**src/rtl/hs_lane_pkg.sv**
```systemverilog
package hs_lane_pkg;
  typedef enum logic [2:0] {
    ST_IDLE, ST_LP01, ST_LP00, ST_HSZ, ST_SYNC, ST_DATA, ST_TRAIL
  } seq_state_e;

  localparam logic [7:0] SYNC_BYTE = 8'hB8;
endpackage

```
**src/rtl/hs_lane_buf.sv**
```systemverilog
module hs_lane_buf #(
  parameter int DEPTH = 128,
  localparam int ADDR_W = $clog2(DEPTH)
) (
  input  logic              clk,
  input  logic              we,
  input  logic [ADDR_W-1:0] wr_addr,
  input  logic [7:0]        wr_data,
  input  logic [ADDR_W-1:0] rd_addr,
  output logic [7:0]        rd_data
);
  logic [7:0] mem [DEPTH];

  for (genvar i = 0; i < DEPTH; i++) begin : g_entry
    logic hit;
    assign hit = we && (wr_addr == ADDR_W'(i));
    always_ff @(posedge clk) begin
      if (hit) mem[i] <= wr_data;
    end
  end

  assign rd_data = mem[rd_addr];
endmodule

```
**src/rtl/hs_lane_fsm.sv**
```systemverilog
module hs_lane_fsm import hs_lane_pkg::*; #(
  parameter int DEPTH        = 128,
  parameter int CNT_W        = 8,
  parameter int MIN_PREP_CYC = 120,
  localparam int ADDR_W = $clog2(DEPTH),
  localparam int LEN_W  = $clog2(DEPTH + 1),
  localparam int PREP_W = $clog2(MIN_PREP_CYC + 1)
) (
  input  logic              clk,
  input  logic              rst_n,
  input  logic              start,
  input  logic [LEN_W-1:0]  burst_len,
  input  logic [CNT_W-1:0]  t_lp01,
  input  logic [CNT_W-1:0]  t_lp00,
  input  logic [CNT_W-1:0]  t_zero,
  input  logic [CNT_W-1:0]  t_trail,
  output seq_state_e        st,
  output logic [1:0]        pair,
  output logic [ADDR_W-1:0] rd_addr,
  output logic              busy
);
  seq_state_e        st_q, st_d;
  logic [CNT_W-1:0]  cnt_q, cnt_d, cnt_inc;
  logic [PREP_W-1:0] prep_q, prep_d, prep_inc;
  logic [1:0]        pair_q, pair_d;
  logic [ADDR_W-1:0] byte_q, byte_d, last_q, last_d;
  logic [LEN_W-1:0]  len_m1;
  logic              len_ok, prep_ok, adv_en;

  assign len_m1   = burst_len - LEN_W'(1);
  assign len_ok   = (burst_len != '0) && (burst_len <= LEN_W'(DEPTH));
  assign cnt_inc  = (cnt_q == {CNT_W{1'b1}}) ? cnt_q : cnt_q + CNT_W'(1);
  assign prep_inc = (prep_q == PREP_W'(MIN_PREP_CYC)) ? prep_q : prep_q + PREP_W'(1);
  assign prep_ok  = prep_q >= PREP_W'(MIN_PREP_CYC - 1);
  assign adv_en   = (st_q != ST_IDLE) || start;

  always_comb begin
    st_d   = st_q;
    cnt_d  = cnt_q;
    prep_d = prep_q;
    pair_d = pair_q;
    byte_d = byte_q;
    last_d = last_q;
    case (st_q)
      ST_IDLE: if (start && len_ok) begin
        st_d   = ST_LP01;
        cnt_d  = '0;
        prep_d = '0;
        last_d = len_m1[ADDR_W-1:0];
      end
      ST_LP01: begin
        prep_d = prep_inc;
        if (cnt_q == t_lp01) begin
          st_d  = ST_LP00;
          cnt_d = '0;
        end else cnt_d = cnt_inc;
      end
      ST_LP00: begin
        prep_d = prep_inc;
        if (cnt_q == t_lp00) begin
          st_d  = ST_HSZ;
          cnt_d = '0;
        end else cnt_d = cnt_inc;
      end
      ST_HSZ: begin
        prep_d = prep_inc;
        cnt_d  = cnt_inc;
        if ((cnt_q >= t_zero) && prep_ok) begin
          st_d   = ST_SYNC;
          pair_d = 2'd0;
        end
      end
      ST_SYNC: begin
        pair_d = pair_q + 2'd1;
        if (pair_q == 2'd3) begin
          st_d   = ST_DATA;
          byte_d = '0;
        end
      end
      ST_DATA: begin
        pair_d = pair_q + 2'd1;
        if (pair_q == 2'd3) begin
          if (byte_q == last_q) begin
            st_d  = ST_TRAIL;
            cnt_d = '0;
          end else byte_d = byte_q + ADDR_W'(1);
        end
      end
      ST_TRAIL: begin
        if (cnt_q == t_trail) st_d = ST_IDLE;
        else cnt_d = cnt_inc;
      end
      default: st_d = ST_IDLE;
    endcase
  end

  always_ff @(posedge clk or negedge rst_n) begin
    if (!rst_n) begin
      st_q   <= ST_IDLE;
      cnt_q  <= '0;
      prep_q <= '0;
      pair_q <= '0;
      byte_q <= '0;
      last_q <= '0;
    end else if (adv_en) begin
      st_q   <= st_d;
      cnt_q  <= cnt_d;
      prep_q <= prep_d;
      pair_q <= pair_d;
      byte_q <= byte_d;
      last_q <= last_d;
    end
  end

  assign st      = st_q;
  assign pair    = pair_q;
  assign rd_addr = byte_q;
  assign busy    = (st_q != ST_IDLE);
endmodule

```
**src/rtl/hs_lane_ser.sv**
```systemverilog
module hs_lane_ser import hs_lane_pkg::*; (
  input  seq_state_e st,
  input  logic [1:0] pair,
  input  logic [7:0] rd_data,
  output logic       lp_p,
  output logic       lp_n,
  output logic       hs_en,
  output logic [1:0] hs_bits
);
  always_comb begin
    lp_p    = 1'b0;
    lp_n    = 1'b0;
    hs_en   = 1'b1;
    hs_bits = 2'b00;
    case (st)
      ST_IDLE: begin
        lp_p  = 1'b1;
        lp_n  = 1'b1;
        hs_en = 1'b0;
      end
      ST_LP01: begin
        lp_n  = 1'b1;
        hs_en = 1'b0;
      end
      ST_LP00:  hs_en   = 1'b0;
      ST_SYNC:  hs_bits = SYNC_BYTE[{pair, 1'b0} +: 2];
      ST_DATA:  hs_bits = rd_data[{pair, 1'b0} +: 2];
      ST_TRAIL: hs_bits = {2{~rd_data[7]}};
      default:  hs_bits = 2'b00;
    endcase
  end
endmodule

```
**src/rtl/hs_lane_tx.sv**
```systemverilog
module hs_lane_tx import hs_lane_pkg::*; #(
  parameter int DEPTH        = 128,
  parameter int CNT_W        = 8,
  parameter int MIN_PREP_CYC = 120,
  localparam int ADDR_W = $clog2(DEPTH),
  localparam int LEN_W  = $clog2(DEPTH + 1)
) (
  input  logic              clk,
  input  logic              rst_n,
  input  logic              wr_en,
  input  logic [ADDR_W-1:0] wr_addr,
  input  logic [7:0]        wr_data,
  input  logic              start,
  input  logic [LEN_W-1:0]  burst_len,
  input  logic [CNT_W-1:0]  t_lp01,
  input  logic [CNT_W-1:0]  t_lp00,
  input  logic [CNT_W-1:0]  t_zero,
  input  logic [CNT_W-1:0]  t_trail,
  output logic              lp_p,
  output logic              lp_n,
  output logic              hs_en,
  output logic [1:0]        hs_bits,
  output logic              busy
);
  seq_state_e        st;
  logic [1:0]        pair;
  logic [ADDR_W-1:0] rd_addr;
  logic [7:0]        rd_data;

  hs_lane_buf #(.DEPTH(DEPTH)) u_buf (
    .clk     (clk),
    .we      (wr_en && !busy),
    .wr_addr (wr_addr),
    .wr_data (wr_data),
    .rd_addr (rd_addr),
    .rd_data (rd_data)
  );

  hs_lane_fsm #(.DEPTH(DEPTH), .CNT_W(CNT_W), .MIN_PREP_CYC(MIN_PREP_CYC)) u_fsm (
    .clk       (clk),
    .rst_n     (rst_n),
    .start     (start),
    .burst_len (burst_len),
    .t_lp01    (t_lp01),
    .t_lp00    (t_lp00),
    .t_zero    (t_zero),
    .t_trail   (t_trail),
    .st        (st),
    .pair      (pair),
    .rd_addr   (rd_addr),
    .busy      (busy)
  );

  hs_lane_ser u_ser (
    .st      (st),
    .pair    (pair),
    .rd_data (rd_data),
    .lp_p    (lp_p),
    .lp_n    (lp_n),
    .hs_en   (hs_en),
    .hs_bits (hs_bits)
  );
endmodule

```
**config.mk**
```make
export PLATFORM = sky130hd
export DESIGN_NAME = hs_lane_tx
export DESIGN_NICKNAME = d
export VERILOG_FILES = /design/src/rtl/hs_lane_pkg.sv /design/src/rtl/hs_lane_buf.sv /design/src/rtl/hs_lane_fsm.sv /design/src/rtl/hs_lane_ser.sv /design/src/rtl/hs_lane_tx.sv
export SDC_FILE = /design/constraint.sdc
export NUM_CORES = 1
export LEC_CHECK = 0
export BUFFER_PORTS_ARGS = -buffer_cell sky130_fd_sc_hd__buf_2
export CAP_MARGIN = 10
export CORE_ASPECT_RATIO = 0.6
export CORE_MARGIN = 8
export CORE_UTILIZATION = 40
export CTS_CLUSTER_SIZE = 25
export DETAILED_ROUTE_END_ITERATION = 12
export HOLD_SLACK_MARGIN = 0.12
export SLEW_MARGIN = 10
export SYNTH_ARGS = -nofsm -noshare
export SYNTH_HDL_FRONTEND = slang
export SYNTH_SLANG_ARGS = --single-unit
export TNS_END_PERCENT = 5
```
**constraint.sdc**
```tcl
create_clock -name clk -period 4 [get_ports clk]
set_clock_uncertainty 0.2 [all_clocks]
set_input_delay 0 -clock clk [delete_from_list [all_inputs] [get_ports clk]]
set_output_delay 0 -clock clk [all_outputs]
set_load 0.1 [all_outputs]
```
== Yosys cells after proc, flatten, opt, wreduce, memory -nomap -nowiden ==
Memory sizes are Yosys's and may differ from the RTL's.
Index checks and enable logic that the tools add are counted.
Word-level totals
  register bits: 34
  latch bits: 0
  RAM bits: 1024
  memory bits (read-only): 0
  output and inout bits: 6
  memories kept: 1
Cells by class
  add/sub/neg operators: 5
  multipliers: 0
  div/mod/pow operators: 0
  magnitude comparators: 3
  equal/unequal tests: 151
  shift operators: 2
  multiplexer cells: 667
  bitwise logic cells: 1
  reduce and logical (&&, ||, !) cells: 279
Memory list
  u_buf.mem: words 128, bits a word 8, rd ports 1, clocked after memory_dff 0, write ports 1, line hs_lane_buf.sv:12  | logic [7:0] mem [DEPTH];
Operators by type and width (count)
  8-bit two-way mux: 134
  8-bit OR reduction: 127
  7-bit two-way mux: 132
  7-bit equality test (second input constant): 65
  1-bit two-way mux: 386
  7-bit by 6-bit equality test with 1-bit output (second input constant): 32
  1-bit logical AND: 132
  7-bit by 5-bit equality test with 1-bit output (second input constant): 16
  7-bit by 4-bit equality test with 1-bit output (second input constant): 8
  8-bit one-hot mux with 6 select lines: 1
  7-bit by 3-bit equality test with 1-bit output (second input constant): 4
  7-bit one-hot mux with 2 select lines: 2
  8-bit equality test: 3
  3-bit two-way mux: 8
  3-bit one-hot mux with 7 select lines: 1
  2-bit by 1-bit != test with 1-bit output (second input constant): 8
  7-bit by 1-bit adder with 7-bit output (second input constant): 2
  7-bit by 2-bit equality test with 1-bit output (second input constant): 2
  3-bit equality test (second input constant): 3
  9-bit AND reduction: 1
  8-bit by 1-bit adder with 8-bit output (second input constant): 1
  8-bit equality test (second input constant): 1
  8-bit greater-or-equal comparator: 1
  8-bit less-or-equal comparator (second input constant): 1
  29 further kinds: 37

== Longest topological paths before layout ==
Gate-level depths: netlist of the first run.
  depth after elaboration: 134
  mapped depth: 14
  mapped depth without buffers: 10

== By module ==
A second synthesis of the first run with hierarchy kept.
Unflattened totals
  cell total of the unflattened synthesis: 1966
  area, all modules: 42303.1 um2
Modules (own cells, without submodules)
  hs_lane_buf: instances 1, cells an instance 1641, area an instance 39555.4 um2
  hs_lane_fsm: instances 1, cells an instance 303, area an instance 2562.5 um2
  hs_lane_ser: instances 1, cells an instance 21, area an instance 171.4 um2
  hs_lane_tx: instances 1, cells an instance 1, area an instance 13.8 um2

== Worst setup path after synthesis of the first run ==
No wires, ideal clock.
  path kind: reg2out
  from: reg u_fsm.byte_q[0], in the netlist u_fsm.rd_addr[0]
  to: out hs_bits[1]
  arrival: 4269 ps
  required time: 3800 ps
  slack: -469 ps
  stages on the path, launching flop included: 12
  path buffers: 4
  path through: dfrtp_1 buf_6 buf_6 buf_6 buf_4 a211oi_1 a2111oi_0 a2111oi_0 a211oi_1 o41ai_1 a211o_1 o21ai_0
Between the ends
  word-level cells in the longest chain between the ends: 3
  elaborated cells between the ends (all ways): 4
  classes of those cells: shift: 1; mux: 1; bitwise: 1; memory: 1
Ends and longest elaborated chain
  from (decl): line hs_lane_fsm.sv:26  | logic [ADDR_W-1:0] byte_q, byte_d, last_q, last_d;
  from (signal assigned): line hs_lane_fsm.sv:110  | byte_q <= byte_d;
  memory read 128 x 8 bit *
  8-bit by 4-bit indexed part select with 2-bit output / 1-bit NOT (equally long branches): line hs_lane_ser.sv:27, hs_lane_ser.sv:28
  2-bit one-hot mux with 3 select lines *: line hs_lane_ser.sv:15  | case (st)
  to (decl): line hs_lane_tx.sv:22  | output logic [1:0] hs_bits,
Mark *: on every way between the ends. The rest lies on a longest branch, timed or not.

== Worst setup path in the final report of the first run ==
  from: reg u_fsm.byte_q[0], in the netlist u_fsm.rd_addr[0]
  to: out hs_bits[0]
The elaborated chain is that of the path after synthesis.

==> qor.txt, run 1 <==
Hold WC Path Type -> in2reg
Clk pin slew, worst setup/hold paths -> 0.06 ns
# clock sinks -> 1058
Crit-path max cell delay -> 0.52 ns
Most frequent cell after synthesis -> edfxtp_1
Reg power frac -> 44.4%
Final Hold Slack -> 0.177 ns
Slowest cell on crit path -> dfrtp_4
I/O pins -> 65
Setup TNS -> -0.374 ns
Syn_nets -> 2275
Failing checks -> setup timing
Syn. warnings -> 0
Switching power -> 0.00760 W
Starting DRT DRC Count -> 3303
Max Slew Vio Count -> 0
Synth top area cells -> edfxtp_1 72%, mux4_2 11%, mux2i_1 2.6%
# diodes -> 0
Worst setup margin -> -0.192 ns
Logic gate share of total power -> 23.3%
RSZ-0062 raised after global routing -> yes
Period utilization -> 105%
Pre-CTS WS -> 0.0228 ns
Worst Max-Slew Pin Slew -> 1.27 ns
Relative slew slack -> 15.5%
CP startpoint kind -> flop
Top cells by count, synth -> 1024 x edfxtp_1, 213 x mux4_2, 176 x nor2_1, 112 x mux2i_1, 61 x nand2_1
Pin count of the biggest net entering global routing -> 99
P&R area growth vs syn -> 19.7%
Synth area leader -> edfxtp_1
Htree depth -> 3
RD Place Congestion -> 0.878
Peak supply drop -> 0.333 mV
Post-route DRC -> 0
CP arrival -> 3.99 ns
Cells along the critical path -> buf_12 > buf_16 > buf_12 > buf_4 > mux4_2 > mux2_2 > or3_1 > nand4_1 > nand3_2 > a32o_2 > o31ai_4 > nand2_2 > buf_12
Post-synth cell types -> 65
Post-synthesis register bit count -> 1058
Die height -> 269 um
Clk pwr share -> 32.3%
DIE AREA -> 117000 um^2
Clk Tree Root Cell -> clkbuf_16
DP HPWL -> 78000 um
Fraction of layout instances using a drive strength above 1 -> 30.5%
CTS tree -> yes
Total Power -> 0.0280 W
Die W -> 437 um
Internal power -> 0.0204 W
Initial antenna violation count -> 4
Core box area -> 105000 um^2
First-pass GRT wire length -> 170000 um
Final WL -> 120000 um
Ys flop type -> edfxtp_1
Fmax achieved -> 0.239 GHz
Leak -> 16.5 nW
GRT Total Usage -> 19.9%
Total CTS buffers -> 92
Post-synth top area share -> 72.3%
DR WL/cell -> 29.3 um
Worst EP required -> 3.80 ns
Worst path most repeated cell -> buf_12
Longest Clk Path Bufs -> 3
Worst Setup End Kind -> output port
Seq/Total Area, Yosys -> 74.3%
Syn_area_per_cell -> 19.3 um^2
Critical path class -> reg2out
Design Area, Final -> 50900 um^2
DP Area -> 46400 um^2
Pwr dens -> 549 nW/um^2
Vias -> 24.0k
Setup-failing EPs final -> 2
Ys async rst share -> 3.21%
Max-cap violations -> 0
Nets@finish -> 2694
Initial Utilization -> 40.4%
Fin. Hold Viols -> 0
GRT overflow -> 0
Row count -> 92
Vias/cell -> 5.84
Mapped Area -> 42500 um^2
ANT nets after route -> 0
Port Buf Inserts -> 64
First-pass DRT Iterations -> 5
Min Tclk post-route -> 4.19 ns
Worst-Skew Late Latency -> 0.69 ns
CP max FO -> 7
Cells after synthesis -> 2201
Vias in the first global route -> 23.2k
Sw frac -> 27.2%
Post-synth EDFFs -> 1024
Status -> finished with violations
routing by layer:
layer / vias up / wire [um] / GRT usage, % / share of wire (%)
met5: - / 0 / 0 / 0
met4: 0 / 2510 / 4.72 / 2.1
met3: 168 / 15000 / 6.42 / 12
met2: 1371 / 49600 / 27.0 / 41
met1: 12600 / 53200 / 30.8 / 44
li1: 9826 / - / - / -
kinds of logic (layout without fill, tap and decap cells):
family / after synthesis / in the layout / synth area share, %
flip-flops: 1058 / 1058 / 74.3
buffers and inverters: 151 / 648 / 1.93
multiplexers: 344 / 344 / 14.6
adder cells (fa/ha/maj): 15 / 15 / 0.441
XOR/XNOR: 47 / 47 / 0.968
AO/OA/AOI/OAI: 228 / 228 / 3.90
AND/OR/NAND/NOR: 358 / 358 / 3.85
placed cells by master, fill, tap and decap left out, drive strengths merged, types with 6 or more instances in the layout:
master	instances
bufinv	8
nor2b	16
o31ai	8
a211o	7
mux2	14
nor3	17
dlygate4sd3	61
a22oi	25
nand4	14
and2	7
a311oi	6
inv	22
clkbuf	128
nand3	27
nand2b	6
dfrtp	34
edfxtp	1024
mux4	218
o22ai	15
a211oi	17
a2111oi	8
xnor2	25
o21ai	31
a221oi	11
nand3b	8
nor2	176
mux2i	112
o221ai	18
buf	391
a22o	19
nand2	61
xor2	22
ha	15
clkinv	31
a21oi	35
power by group through the flow:
stage / Combinational [W] / Clock (W) / Sequential, W
after global routing: 0.00684 / 0.00955 / 0.0124
after CTS: 0.00640 / 0.00917 / 0.0124
after detailed placement: 0.00561 / 0 / 0.0127
after floorplan: 0.00383 / 0 / 0.0126
final: 0.00651 / 0.00904 / 0.0124
after global placement: 0.00554 / 0 / 0.0127
worst max-delay path, delay by kind of cell (launching register included):
kind	cells	cell delay [ns]
AOI/OAI and AO/OA	2	0.53
muxes	2	0.69
and+or+nand+nor	4	0.71
buffers and inverters	5	0.81
DFF	1	0.52
path summary, 6_finish.rpt:
check                            startpoint  slack, ns  cells after the start          endpoint
max reg2reg                  u_fsm.cnt_q[5]       0.18                     11       u_fsm.st[0]
min                              wr_data[4]       0.18                      2  u_buf.mem[36][4]
max                        u_fsm.rd_addr[0]      -0.19                     13        hs_bits[0]
min in group asynchronous             rst_n       0.23                      4   u_fsm.prep_q[2]
max in group asynchronous             rst_n       3.11                      4  u_fsm.rd_addr[0]
min reg2reg                 u_fsm.prep_q[6]       0.38                      2   u_fsm.prep_q[6]
timing repair:
item | in CTS | in global routing
buffers inserted | 22 | 0
resized for setup | 82 | 20
hold buffers | 62 | 0
hold endpoints to repair | 1542 | 0
pin swaps | 18 | 1
setup endpoints to repair | 2 | 3
gates cloned | 5 | 1
flip-flops by register name (all words and copies together) (netlist names):
signal         flops
u_buf.mem       1024
u_fsm.cnt_q        8
u_fsm.last_q       7
u_fsm.pair         2
u_fsm.prep_q       7
u_fsm.rd_addr      7
u_fsm.st           3
metrics by stage:
| stage | utilization (%) | std cells |
|---|---|---|
| floorplan | - | 2201 |
| global placement | 44.1 | 3846 |
| detailed placement | 44.1 | 3846 |
| CTS | 48.3 | 4107 |
| global route | 48.4 | 4108 |
| finish | 48.4 | 4108 |
cell type report:
cell class / count / area, um^2
Clock buffer: 127 / 2560
Fill cell: 8668 / 54300
Inverter: 20 / 75.1
Clock inverter: 45 / 454
Tap cell: 1410 / 1760
Timing Repair Buffer: 456 / 4060
Sequential cell: 1058 / 31600
Multi-Input combinational cell: 992 / 10400
Power figures use the tool's default switching activity.
==> run 2, diff against run 1 <==
Settings changed: CORE_UTILIZATION 40 to 60, PLACE_DENSITY set to 0.76.
==> run 2 against run 1 <==
Compared with the run above:
- the flow still finishes with violations (setup timing)
- non-clock buffer count down 21
- hold slack worse by 0.014 ns
- combinational power up 2%
- fmax down 0.60%
- first-iteration DRC count up 31%
- sequential cell count unchanged
==> qor.txt, run 2 (synthesis results as in run 1) <==
Crit path max-delay family -> compound AO/OA/AOI/OAI gates (was buffers and inverters)
Most Crowded Layer GR -> met2 (was met1)
Crit-path max cell delay -> 0.55 ns (was 0.52 ns)
Worst setup margin -> -0.217 ns (was -0.192 ns)
Design Area, Final -> 49900 um^2 (was 50900 um^2)
Max-cap violations -> 0 (unchanged)
Worst Max-Slew Pin Slew -> 1.22 ns (was 1.27 ns)
RD Place Congestion -> 0.928 (was 0.878)
GRT overflow -> 0 (unchanged)
Pin count of the biggest net entering global routing -> 106 (was 99)
Htree depth -> 3 (unchanged)
Peak supply drop -> 0.422 mV (was 0.333 mV)
Period utilization -> 105% (about the same)
Fin. Hold Viols -> 0 (unchanged)
Leak -> 16.3 nW (was 16.5 nW)
Relative slew slack -> 18.9% (was 15.5%)
Biggest register -> u_buf.mem (unchanged)
Post-route DRC -> 0 (unchanged)
Min Tclk post-route -> 4.22 ns (was 4.19 ns)
Worst-Skew Late Latency -> 0.65 ns (was 0.69 ns)
Hold WC Path Type -> in2reg (unchanged)
Total CTS buffers -> 90 (was 92)
Met3 usage in global routing -> 11.6% (was 6.42%)
Internal power -> 0.0201 W (was 0.0204 W)
Final WL -> 117000 um (was 120000 um)
Fmax achieved -> 0.237 GHz (was 0.239 GHz)
GRT Total Usage -> 28.6% (was 19.9%)
Worst Setup End Kind -> output port (unchanged)
Clk pin slew, worst setup/hold paths -> 0.07 ns (was 0.06 ns)
Largest register FFs -> 1024 (unchanged)
CP arrival -> 4.02 ns (was 3.99 ns)
DP Area -> 45400 um^2 (was 46400 um^2)
Initial antenna violation count -> 3 (was 4)
Cells along the critical path -> buf_6 > buf_12 > buf_4 > buf_12 > mux4_2 > o22ai_2 > a2111oi_2 > a211oi_2 > a211o_1 > o211a_1 > o2111a_1 > o21ai_4 > buf_12 (was buf_12 > buf_16 > buf_12 > buf_4 > mux4_2 > mux2_2 > or3_1 > nand4_1 > nand3_2 > a32o_2 > o31ai_4 > nand2_2 > buf_12)
Die W -> 360 um (was 437 um)
CTS tree -> yes (unchanged)
Logic gate share of total power -> 24.1% (was 23.3%)
Slowest cell on crit path -> mux4_2 (was dfrtp_4)
Setup-failing EPs final -> 3 (was 2)
I/O pins -> 65 (unchanged)
Clk pwr share -> 31.0% (was 32.3%)
Longest Clk Path Bufs -> 3 (unchanged)
# clock sinks -> 1058 (unchanged)
Layout fillers -> 4008 (was 8668)
Commonest non-fill, non-tap cell in the layout -> edfxtp_1 (unchanged)
CP max FO -> 14 (was 7)
Sw frac -> 27.3% (was 27.2%)
Total Power -> 0.0277 W (was 0.0280 W)
Nets@finish -> 2671 (was 2694)
Critical path class -> reg2out (unchanged)
Port Buf Inserts -> 64 (unchanged)
Fin util -> 71.3% (was 48.4%)
Vias in the first global route -> 24.4k (was 23.2k)
DR WL/cell -> 32.7 um (was 29.3 um)
Status -> finished with violations (unchanged)
RSZ-0062 raised after global routing -> yes (unchanged)
Clk Tree Root Cell -> clkbuf_16 (unchanged)
Row count -> 75 (was 92)
Most frequent cells in the layout -> 1024 x edfxtp_1, 278 x buf_4, 214 x mux4_2, 171 x nor2_1, 107 x mux2i_1 (was 1024 x edfxtp_1, 292 x buf_4, 214 x mux4_2, 170 x nor2_1, 106 x mux2i_1)
DP HPWL -> 71500 um (was 78000 um)
Reg power frac -> 44.9% (was 44.4%)
Vias -> 24.6k (was 24.0k)
ANT nets after route -> 0 (unchanged)
DIE AREA -> 79900 um^2 (was 117000 um^2)
Failing checks -> setup timing (unchanged)
First-pass GRT wire length -> 167000 um (was 170000 um)
Starting DRT DRC Count -> 4325 (was 3303)
Final Hold Slack -> 0.163 ns (was 0.177 ns)
Vias/cell -> 6.86 (was 5.84)
P&R area growth vs syn -> 17.3% (was 19.7%)
Fraction of layout instances using a drive strength above 1 -> 29.1% (was 30.5%)
Worst path most repeated cell -> buf_12 (unchanged)
Met2 Usage GRT -> 41.6% (was 27.0%)
Initial Utilization -> 60.7% (was 40.4%)
Met1 usage -> 39.9% (was 30.8%)
Pwr dens -> 555 nW/um^2 (was 549 nW/um^2)
Top Registers -> u_buf.mem: 1024 flops, u_fsm.cnt_q: 8 flops (unchanged)
CP startpoint kind -> flop (unchanged)
Worst EP required -> 3.80 ns (about the same)
Die height -> 222 um (was 269 um)
Switching power -> 0.00756 W (was 0.00760 W)
First-pass DRT Iterations -> 5 (unchanged)
Pre-CTS WS -> -0.0876 ns (was 0.0228 ns)
CP bufs+invs -> 5 (unchanged)
Core box area -> 70000 um^2 (was 105000 um^2)
Max Slew Vio Count -> 0 (unchanged)
[run 2: per-stage QoR]
step                      cells  setup TNS (ns)
after global placement     3310         -0.0802
after global routing       3591          -0.859
final                      3593          -0.412
after floorplan            2201               0
after CTS                  3561          -0.182
after detailed placement   3310         -0.0958
[run 2: final timing paths]
| check | depth (start not counted) | end | startpoint | slack, ns |
|---|---|---|---|---|
| hold / removal | 8 | u_fsm.cnt_q[2] | t_lp01[5] | 0.16 |
| max in group asynchronous | 4 | u_fsm.rd_addr[2] | rst_n | 3.07 |
| hold reg to reg | 2 | u_fsm.prep_q[6] | u_fsm.prep_q[6] | 0.40 |
| min in group asynchronous | 4 | u_fsm.last_q[3] | rst_n | 0.29 |
| setup reg to reg | 12 | u_fsm.st[0] | u_fsm.cnt_q[0] | -0.01 |
| setup / recovery | 13 | hs_bits[1] | u_fsm.rd_addr[0] | -0.22 |
[run 2: cell type report]
type                            count  area [um^2]  share of cell area [%]
Antenna cell                        2         5.00                  0.0100
Clock buffer                      112         2380                    4.76
Clock inverter                     50          414                   0.830
Inverter                           20         75.1                   0.150
Multi-Input combinational cell    992        10400                    20.8
Sequential cell                  1058        31600                    63.4
Tap cell                          924         1160                    2.32
Timing Repair Buffer              435         3870                    7.76
[run 2: routing by layer]
layer	part of all wire, %	up-vias	wire length (um)
met4	3.5	2	4110
met3	16	321	18600
met1	37	12500	43500
met2	44	2053	51100
met5	0.0094	-	11
li1	-	9772	-
[run 2: power groups by stage]
| stage | clock network, W | logic [W] | registers (W) |
|---|---|---|---|
| floorplan | 0 | 0.00383 | 0.0126 |
| global placement | 0 | 0.00529 | 0.0127 |
| detailed placement | 0 | 0.00540 | 0.0127 |
| CTS | 0.00859 | 0.00623 | 0.0124 |
| global route | 0.00902 | 0.00692 | 0.0124 |
| finish | 0.00859 | 0.00666 | 0.0124 |
[run 2: repair_timing]
item	CTS	global route
gates cloned	5	1
gates resized for setup	77	18
setup buffers	27	30
endpoints found under the hold margin	1208	0
pin swaps	14	16
endpoints found under the setup margin	2	4
hold buffers	57	0
[run 2: worst min-delay path, delay by kind of cell]
| kind | cells | cell delay [ns] |
|---|---|---|
| compound gates | 3 | 0.37 |
| simple gates | 3 | 0.46 |
| buf+inv | 1 | 0.08 |
| xor+xnor | 1 | 0.05 |
